File: src/rtl/opfetch_pkg.sv
package opfetch_pkg;

  localparam int MC_W = 3;
  localparam int TS_W = 3;

  typedef enum logic [2:0] {
    PH_IDLE  = 3'd0,
    PH_FETCH = 3'd1,
    PH_OPC   = 3'd2,
    PH_DISP  = 3'd3,
    PH_ADD   = 3'd4,
    PH_READ  = 3'd5
  } phase_e;

  localparam logic [7:0] PFX_MASK    = 8'hDF;
  localparam logic [7:0] PFX_MATCH   = 8'hDD;
  localparam int         PFX_SEL_BIT = 5;
  localparam int         SEL_LO      = 3;
  localparam int         SEL_W       = 3;

  localparam int LEN_FETCH = 4;
  localparam int LEN_OPC   = 4;
  localparam int LEN_DISP  = 3;
  localparam int LEN_ADD   = 5;
  localparam int LEN_READ  = 3;

  function automatic logic [TS_W-1:0] phase_len(input phase_e ph);
    logic [TS_W-1:0] len;
    case (ph)
      PH_FETCH: len = TS_W'(LEN_FETCH);
      PH_OPC:   len = TS_W'(LEN_OPC);
      PH_DISP:  len = TS_W'(LEN_DISP);
      PH_ADD:   len = TS_W'(LEN_ADD);
      PH_READ:  len = TS_W'(LEN_READ);
      default:  len = '0;
    endcase
    return len;
  endfunction

endpackage

File: src/rtl/opfetch_rst_sync.sv
module opfetch_rst_sync #(
  parameter int STAGES = 2
) (
  input  logic clk,
  input  logic rst_n,
  output logic rst_sync_n
);

  logic [STAGES-1:0] sync_q;

  always_ff @(posedge clk or negedge rst_n) begin
    if (!rst_n) begin
      sync_q <= '0;
    end else begin
      sync_q <= {sync_q[STAGES-2:0], 1'b1};
    end
  end

  assign rst_sync_n = sync_q[STAGES-1];

endmodule

File: src/rtl/opfetch_tstate.sv
module opfetch_tstate #(
  parameter int TS_W = 3
) (
  input  logic            clk,
  input  logic            rst_n,
  input  logic            begin_i,
  input  logic [TS_W-1:0] len_i,
  output logic [TS_W-1:0] t_o,
  output logic            last_o
);

  logic [TS_W-1:0] t_q;
  logic [TS_W-1:0] t_d;
  logic            t_en;

  assign last_o = (t_q != '0) && (t_q == len_i);
  assign t_en   = begin_i || (t_q != '0);

  always_comb begin
    if (begin_i) begin
      t_d = TS_W'(1);
    end else if (last_o) begin
      t_d = '0;
    end else begin
      t_d = t_q + TS_W'(1);
    end
  end

  always_ff @(posedge clk or negedge rst_n) begin
    if (!rst_n) begin
      t_q <= '0;
    end else if (t_en) begin
      t_q <= t_d;
    end
  end

  assign t_o = t_q;

endmodule

File: src/rtl/opfetch_prefix_dec.sv
module opfetch_prefix_dec
  import opfetch_pkg::*;
#(
  parameter int DATA_W = 8
) (
  input  logic [DATA_W-1:0] byte_i,
  output logic              is_prefix_o,
  output logic              idx_sel_o
);

  assign is_prefix_o = ((byte_i & DATA_W'(PFX_MASK)) == DATA_W'(PFX_MATCH));
  assign idx_sel_o   = byte_i[PFX_SEL_BIT];

endmodule

File: src/rtl/opfetch_ea.sv
module opfetch_ea #(
  parameter int ADDR_W = 16,
  parameter int DATA_W = 8
) (
  input  logic [ADDR_W-1:0] idx0_i,
  input  logic [ADDR_W-1:0] idx1_i,
  input  logic              sel_i,
  input  logic [DATA_W-1:0] disp_i,
  output logic [ADDR_W-1:0] ea_o
);

  logic [ADDR_W-1:0] base;
  logic [ADDR_W-1:0] disp_ext;

  assign base = sel_i ? idx1_i : idx0_i;

  generate
    if (ADDR_W > DATA_W) begin : g_sext
      assign disp_ext = {{(ADDR_W-DATA_W){disp_i[DATA_W-1]}}, disp_i};
    end else begin : g_trunc
      assign disp_ext = disp_i[ADDR_W-1:0];
    end
  endgenerate

  assign ea_o = base + disp_ext;

endmodule

File: src/rtl/opfetch_seq.sv
module opfetch_seq
  import opfetch_pkg::*;
#(
  parameter int          ADDR_W   = 16,
  parameter int          DATA_W   = 8,
  parameter int          SYNC_STG = 2,
  parameter logic [15:0] RESET_PC = 16'h0000
) (
  input  logic              clk,
  input  logic              rst_n,
  input  logic              start_i,
  input  logic [ADDR_W-1:0] ptr_i,
  input  logic [ADDR_W-1:0] idx0_i,
  input  logic [ADDR_W-1:0] idx1_i,
  output logic [ADDR_W-1:0] mem_addr_o,
  output logic              mem_rd_o,
  input  logic [DATA_W-1:0] mem_din_i,
  output logic [ADDR_W-1:0] pc_o,
  output logic [MC_W-1:0]   m_cycle_o,
  output logic [TS_W-1:0]   t_state_o,
  output logic              done_o,
  output logic [DATA_W-1:0] op_data_o,
  output logic [SEL_W-1:0]  op_sel_o
);

  logic rst_core_n;

  phase_e            phase_q, phase_d;
  logic [MC_W-1:0]   mc_q, mc_d;
  logic [ADDR_W-1:0] pc_q, pc_d;
  logic [ADDR_W-1:0] ea_q, ea_d;
  logic [DATA_W-1:0] disp_q, disp_d;
  logic              sel_q, sel_d;
  logic [SEL_W-1:0]  opsel_q, opsel_d;
  logic [DATA_W-1:0] opdat_q, opdat_d;
  logic              done_q, done_d;

  logic              t_last;
  logic              t_begin;
  logic [TS_W-1:0]   t_len;
  logic [TS_W-1:0]   t_now;
  logic              pfx_hit;
  logic              pfx_sel;
  logic [ADDR_W-1:0] ea_sum;
  logic              ctl_en;

  opfetch_rst_sync #(.STAGES(SYNC_STG)) u_rst (
    .clk        (clk),
    .rst_n      (rst_n),
    .rst_sync_n (rst_core_n)
  );

  assign t_len = phase_len(phase_q);

  opfetch_tstate #(.TS_W(TS_W)) u_tstate (
    .clk     (clk),
    .rst_n   (rst_core_n),
    .begin_i (t_begin),
    .len_i   (t_len),
    .t_o     (t_now),
    .last_o  (t_last)
  );

  opfetch_prefix_dec #(.DATA_W(DATA_W)) u_pfx (
    .byte_i      (mem_din_i),
    .is_prefix_o (pfx_hit),
    .idx_sel_o   (pfx_sel)
  );

  opfetch_ea #(.ADDR_W(ADDR_W), .DATA_W(DATA_W)) u_ea (
    .idx0_i (idx0_i),
    .idx1_i (idx1_i),
    .sel_i  (sel_q),
    .disp_i (disp_q),
    .ea_o   (ea_sum)
  );

  // Next-state logic: all decisions are taken on the last clock of a cycle.
  always_comb begin
    phase_d = phase_q;
    mc_d    = mc_q;
    pc_d    = pc_q;
    ea_d    = ea_q;
    disp_d  = disp_q;
    sel_d   = sel_q;
    opsel_d = opsel_q;
    opdat_d = opdat_q;
    done_d  = 1'b0;

    if (phase_q == PH_IDLE) begin
      if (start_i) begin
        phase_d = PH_FETCH;
        mc_d    = MC_W'(1);
      end
    end else if (t_last) begin
      mc_d = mc_q + MC_W'(1);
      case (phase_q)
        PH_FETCH: begin
          pc_d = pc_q + ADDR_W'(1);
          if (pfx_hit) begin
            sel_d   = pfx_sel;
            phase_d = PH_OPC;
          end else begin
            opsel_d = mem_din_i[SEL_LO +: SEL_W];
            ea_d    = ptr_i;
            phase_d = PH_READ;
          end
        end
        PH_OPC: begin
          pc_d    = pc_q + ADDR_W'(1);
          opsel_d = mem_din_i[SEL_LO +: SEL_W];
          phase_d = PH_DISP;
        end
        PH_DISP: begin
          pc_d    = pc_q + ADDR_W'(1);
          disp_d  = mem_din_i;
          phase_d = PH_ADD;
        end
        PH_ADD: begin
          ea_d    = ea_sum;
          phase_d = PH_READ;
        end
        PH_READ: begin
          opdat_d = mem_din_i;
          done_d  = 1'b1;
          mc_d    = '0;
          phase_d = PH_IDLE;
        end
        default: begin
          mc_d    = '0;
          phase_d = PH_IDLE;
        end
      endcase
    end
  end

  assign t_begin = ((phase_q == PH_IDLE) && start_i) ||
                   (t_last && (phase_d != PH_IDLE));
  assign ctl_en  = (phase_q == PH_IDLE) ? start_i : t_last;

  always_ff @(posedge clk or negedge rst_core_n) begin
    if (!rst_core_n) begin
      phase_q <= PH_IDLE;
      mc_q    <= '0;
      pc_q    <= ADDR_W'(RESET_PC);
      ea_q    <= '0;
      disp_q  <= '0;
      sel_q   <= 1'b0;
      opsel_q <= '0;
      opdat_q <= '0;
    end else if (ctl_en) begin
      phase_q <= phase_d;
      mc_q    <= mc_d;
      pc_q    <= pc_d;
      ea_q    <= ea_d;
      disp_q  <= disp_d;
      sel_q   <= sel_d;
      opsel_q <= opsel_d;
      opdat_q <= opdat_d;
    end
  end

  always_ff @(posedge clk or negedge rst_core_n) begin
    if (!rst_core_n) begin
      done_q <= 1'b0;
    end else begin
      done_q <= done_d;
    end
  end

  assign mem_rd_o   = (phase_q == PH_FETCH) || (phase_q == PH_OPC) ||
                      (phase_q == PH_DISP)  || (phase_q == PH_READ);
  assign mem_addr_o = (phase_q == PH_READ) ? ea_q : pc_q;
  assign pc_o       = pc_q;
  assign m_cycle_o  = mc_q;
  assign t_state_o  = t_now;
  assign done_o     = done_q;
  assign op_data_o  = opdat_q;
  assign op_sel_o   = opsel_q;

endmodule

File: config.mk
export PLATFORM = sky130hd
export DESIGN_NAME = opfetch_seq
export DESIGN_NICKNAME = d
export VERILOG_FILES = /design/src/rtl/opfetch_pkg.sv /design/src/rtl/opfetch_rst_sync.sv /design/src/rtl/opfetch_tstate.sv /design/src/rtl/opfetch_prefix_dec.sv /design/src/rtl/opfetch_ea.sv /design/src/rtl/opfetch_seq.sv
export SDC_FILE = /design/constraint.sdc
export NUM_CORES = 1
export LEC_CHECK = 0
export ABC_CLOCK_PERIOD_IN_PS = 2800
export BUFFER_PORTS_ARGS = -buffer_cell sky130_fd_sc_hd__buf_2
export CORE_AREA = 4 4 96 98
export CTS_CLUSTER_SIZE = 8
export DETAILED_ROUTE_END_ITERATION = 16
export DIE_AREA = 0 0 100 102
export PLACE_DENSITY = 0.75
export SLEW_MARGIN = 20
export SYNTH_ARGS = -nofsm -noshare
export SYNTH_HDL_FRONTEND = slang
export SYNTH_SLANG_ARGS = --single-unit
File: constraint.sdc
create_clock -name clk -period 2.8 [get_ports clk]
set_input_delay 0.56 -clock clk [delete_from_list [all_inputs] [get_ports clk]]
set_output_delay 0.56 -clock clk [all_outputs]
set_load 0.01 [all_outputs]
==> impl_metrics.tcl <==
set metrics [dict create \
    period_share_pct 94.32 \
    drtIter0Drc 263 \
    cts_root_buf "clkbuf_8" \
    overflow 0 \
    cts_setup_buffers 0 \
    via_per_inst 5.409 \
    synthCells 408 \
    vias 3516 \
    synth_warnings 0 \
    yosys_register_bits 64 \
    final_cell_area_sq_mm 0.005165 \
    min_path_type "flip-flop to async pin" \
    grt_pass1_vias 3316 \
    max_freq_ghz 0.3786 \
    synth-seq-area-share_pct 39.29 \
    cts_inserted_buffers 9 \
    globalRouteTotalUtil_pct 19.73 \
    postLayoutCoreUtil_pct 61.01 \
    path_clk_slew_ps 70 \
    stdcell_count 650 \
    rsz0062_at_grt "true" \
    synthesis.area_sq_mm 0.004076 \
    port_buffers 109 \
    criticalPathCategory "flip-flop to flip-flop" \
    start_util_pct 48.15 \
    layout-drive-gt1-share_pct 39.74 \
    die_w_microns 100 \
    cp_top_family "compound AO/OA/AOI/OAI gates" \
    cpPeakStageDelay_ps 480 \
    final_antenna_net_count 0 \
    gp_congestion 0.8534 \
    holdWs_ps 301.3 \
    cts_tree "built" \
    timing.critical_path.buf_inv 1 \
    first_pass_iters 4 \
    syn2layout_area_growth_pct 26.70 \
    placed_area_sq_mm 0.004873 \
    finClkSkew_ps 5.261 \
    nets 615 \
    n_fill_cell 733 \
    place_ws_ps 20.64 \
    drc 0 \
    clk_latency_ps 340 \
    powerDensity_mw_per_mm2 830.6 \
    fp.dieH_microns 102 \
    hold_violations 0 \
    drt-total-wl_mm 9.977 \
    critical_path.max_fanout 11 \
    fin_ws_ps 159.0 \
    ys.flop_type "dfrtp_1" \
    crit_slowest_cell "dfrtp_2" \
    worstPathCellList "buf_6 -> mux2_2 -> ha_1 -> a21o_1 -> a21oi_1 -> a21oi_2 -> o41ai_1 -> xor2_1 -> o21ai_0" \
    syn-num-nets 487 \
    status "complete, no violations" \
    finalMaxSlewViolations 0 \
    end_kind "flip-flop" \
    hpwl_mm 7.787 \
    dp_cells 632 \
    clock_path_buffers 2 \
    wire_per_inst_microns 15.35 \
    period_needed_ps 2641 \
    start_kind "flip-flop" \
    grt_start_max_net_pins 33 \
    drv_cap 0 \
    synth_edf_count 0 \
    multi_input_area_sq_mm 0.002419 \
    power.leakage_nw 2.505 \
    setup_viol 0 \
    grt_pass1_wl_mm 16.17 \
    io_pins 110 \
    power_mw 4.290 \
    rows 34 \
    relSlewSlack_pct 56.45 \
    seq_area_sq_mm 0.001604 \
    ir_drop_uv 476.7 \
    cts.sinks 64 \
    cp_data_arrival_time_ps 2860 \
    async_flop_share_pct 100.0 \
    finalSetupTns_ps 0 \
    syn_area_per_cell_sq_um 9.991 \
    antenna_found_initial 0 \
    synth_cell_types 58 \
    tightest_slew_ps 653.2 \
    htreeDepth 3 \
    coreArea_sq_mm 0.008466 \
    crit_required_ps 3020 \
    die-area_sq_mm 0.01020 \
]
==> area by class of cell <==
| cell class | count | share of cell area, % |
|---|---|---|
| Multi-Input combinational cell | 324 | 46.83 |
| Sequential cell | 64 | 31.06 |
| Timing Repair Buffer | 131 | 14.12 |
| Clock buffer | 10 | 2.665 |
| Tap cell | 108 | 2.616 |
| Clock inverter | 6 | 2.229 |
| Inverter | 6 | 0.4360 |
| Antenna cell | 1 | 0.04845 |
==> where the power goes <==
part	internal [mW]	switching (mW)
Sequential	1.20	0.196
Combinational	0.878	1.02
Clock	0.620	0.381
Total	2.70	1.59
==> routing by layer <==
| metal | global-route usage (%) | part of all wire, % |
|---|---|---|
| met1 | 27.26 | 45 |
| met2 | 32.02 | 48 |
| met3 | 3.823 | 5.0 |
| met4 | 5.285 | 1.7 |
| met5 | 0 | 0 |
==> sequential cells by signal (all words and copies together) (netlist names) <==
register / flops
phase_q: 3
op_data_o: 8
done_o: 1
m_cycle_o: 3
sel_q: 1
ea_q: 16
u_tstate.t_o: 3
op_sel_o: 3
disp_q: 8
pc_o: 16
u_rst.sync_q: 2
==> synth_stat cells (2+ instances only) <==
cell / number / share of area (%)
o41ai_1: 2 / 0.43
o21bai_1: 2 / 0.37
nand2_1: 36 / 3.3
nor3_4: 2 / 0.80
nor3_1: 5 / 0.61
inv_1: 6 / 0.55
xnor2_1: 23 / 4.9
a211o_1: 2 / 0.43
nand2b_1: 10 / 1.5
nand3_1: 9 / 1.1
a31oi_1: 8 / 1.2
a21o_1: 2 / 0.37
nor2_1: 31 / 2.9
and3_1: 3 / 0.46
a21boi_0: 2 / 0.37
ha_1: 19 / 5.8
nor2b_1: 7 / 1.1
mux2i_1: 4 / 0.98
and2_1: 4 / 0.61
o21ai_0: 18 / 2.2
dfrtp_1: 64 / 39
or3_1: 4 / 0.61
nor2_4: 2 / 0.55
a22oi_1: 2 / 0.37
nand4_1: 7 / 1.1
buf_2: 2 / 0.25
and4_1: 2 / 0.43
a21oi_1: 33 / 4.1
o211ai_1: 2 / 0.37
mux2_2: 51 / 14
o2111ai_1: 2 / 0.43
a211oi_1: 2 / 0.37
clkbuf_1: 9 / 0.83
xor2_1: 7 / 1.5
==> placed cells by master (no fill, tap or decap), types with 2 or more instances in the layout <==
cell type | Yosys | routed
a211o_1 | 2 | 2
a21o_1 | 2 | 2
a21oi_1 | 33 | 32
a22oi_1 | 2 | 2
a31oi_1 | 8 | 8
and2_1 | 4 | 4
and3_1 | 3 | 3
and4_1 | 2 | 2
buf_2 | 2 | 109
buf_4 | 1 | 19
bufinv_16 | 0 | 3
clkbuf_8 | 0 | 10
dfrtp_1 | 64 | 62
dfrtp_2 | 0 | 2
ha_1 | 19 | 19
inv_1 | 6 | 6
mux2_2 | 51 | 51
mux2i_1 | 4 | 3
nand2_1 | 36 | 36
nand2b_1 | 10 | 10
nand3_1 | 9 | 9
nand4_1 | 7 | 7
nor2_1 | 31 | 31
nor2_4 | 2 | 2
nor2b_1 | 7 | 6
nor3_1 | 5 | 5
nor3_4 | 2 | 2
o211ai_1 | 2 | 2
o21ai_0 | 18 | 18
or3_1 | 4 | 4
xnor2_1 | 23 | 23
xor2_1 | 7 | 7
==> cells by family after synthesis <==
kind of cell	share of synthesized area, %
AOI/OAI and AO/OA	12.83
xor gates and xnor gates	6.446
adders and majority gates	6.323
buffers and inverters	2.179
DFF	39.29
muxes	15.07
other	0.09199
and+or+nand+nor	17.77
==> timing repair <==
action | in CTS | in global routing
endpoints found under the hold margin | 2 | 0
endpoints found under the setup margin | 0 | 7
hold buffers | 1 | 0
resized for setup | 0 | 8
==> path summary, 6_finish.rpt <==
check / slack (ps) / start / endpoint / cells after the start
worst max-delay path: 160 / sel_q / ea_q[12] / 9
worst min register to register: 300 / u_rst.sync_q[1] / op_data_o[2] / 0
max in group asynchronous: 1800 / u_rst.sync_q[1] / sel_q / 1
worst max register to register: 160 / sel_q / ea_q[12] / 9
min in group clk: 360 / u_rst.sync_q[0] / u_rst.sync_q[1] / 0
worst min-delay path: 300 / u_rst.sync_q[1] / op_data_o[2] / 0
(Power assumes the default switching activity.)
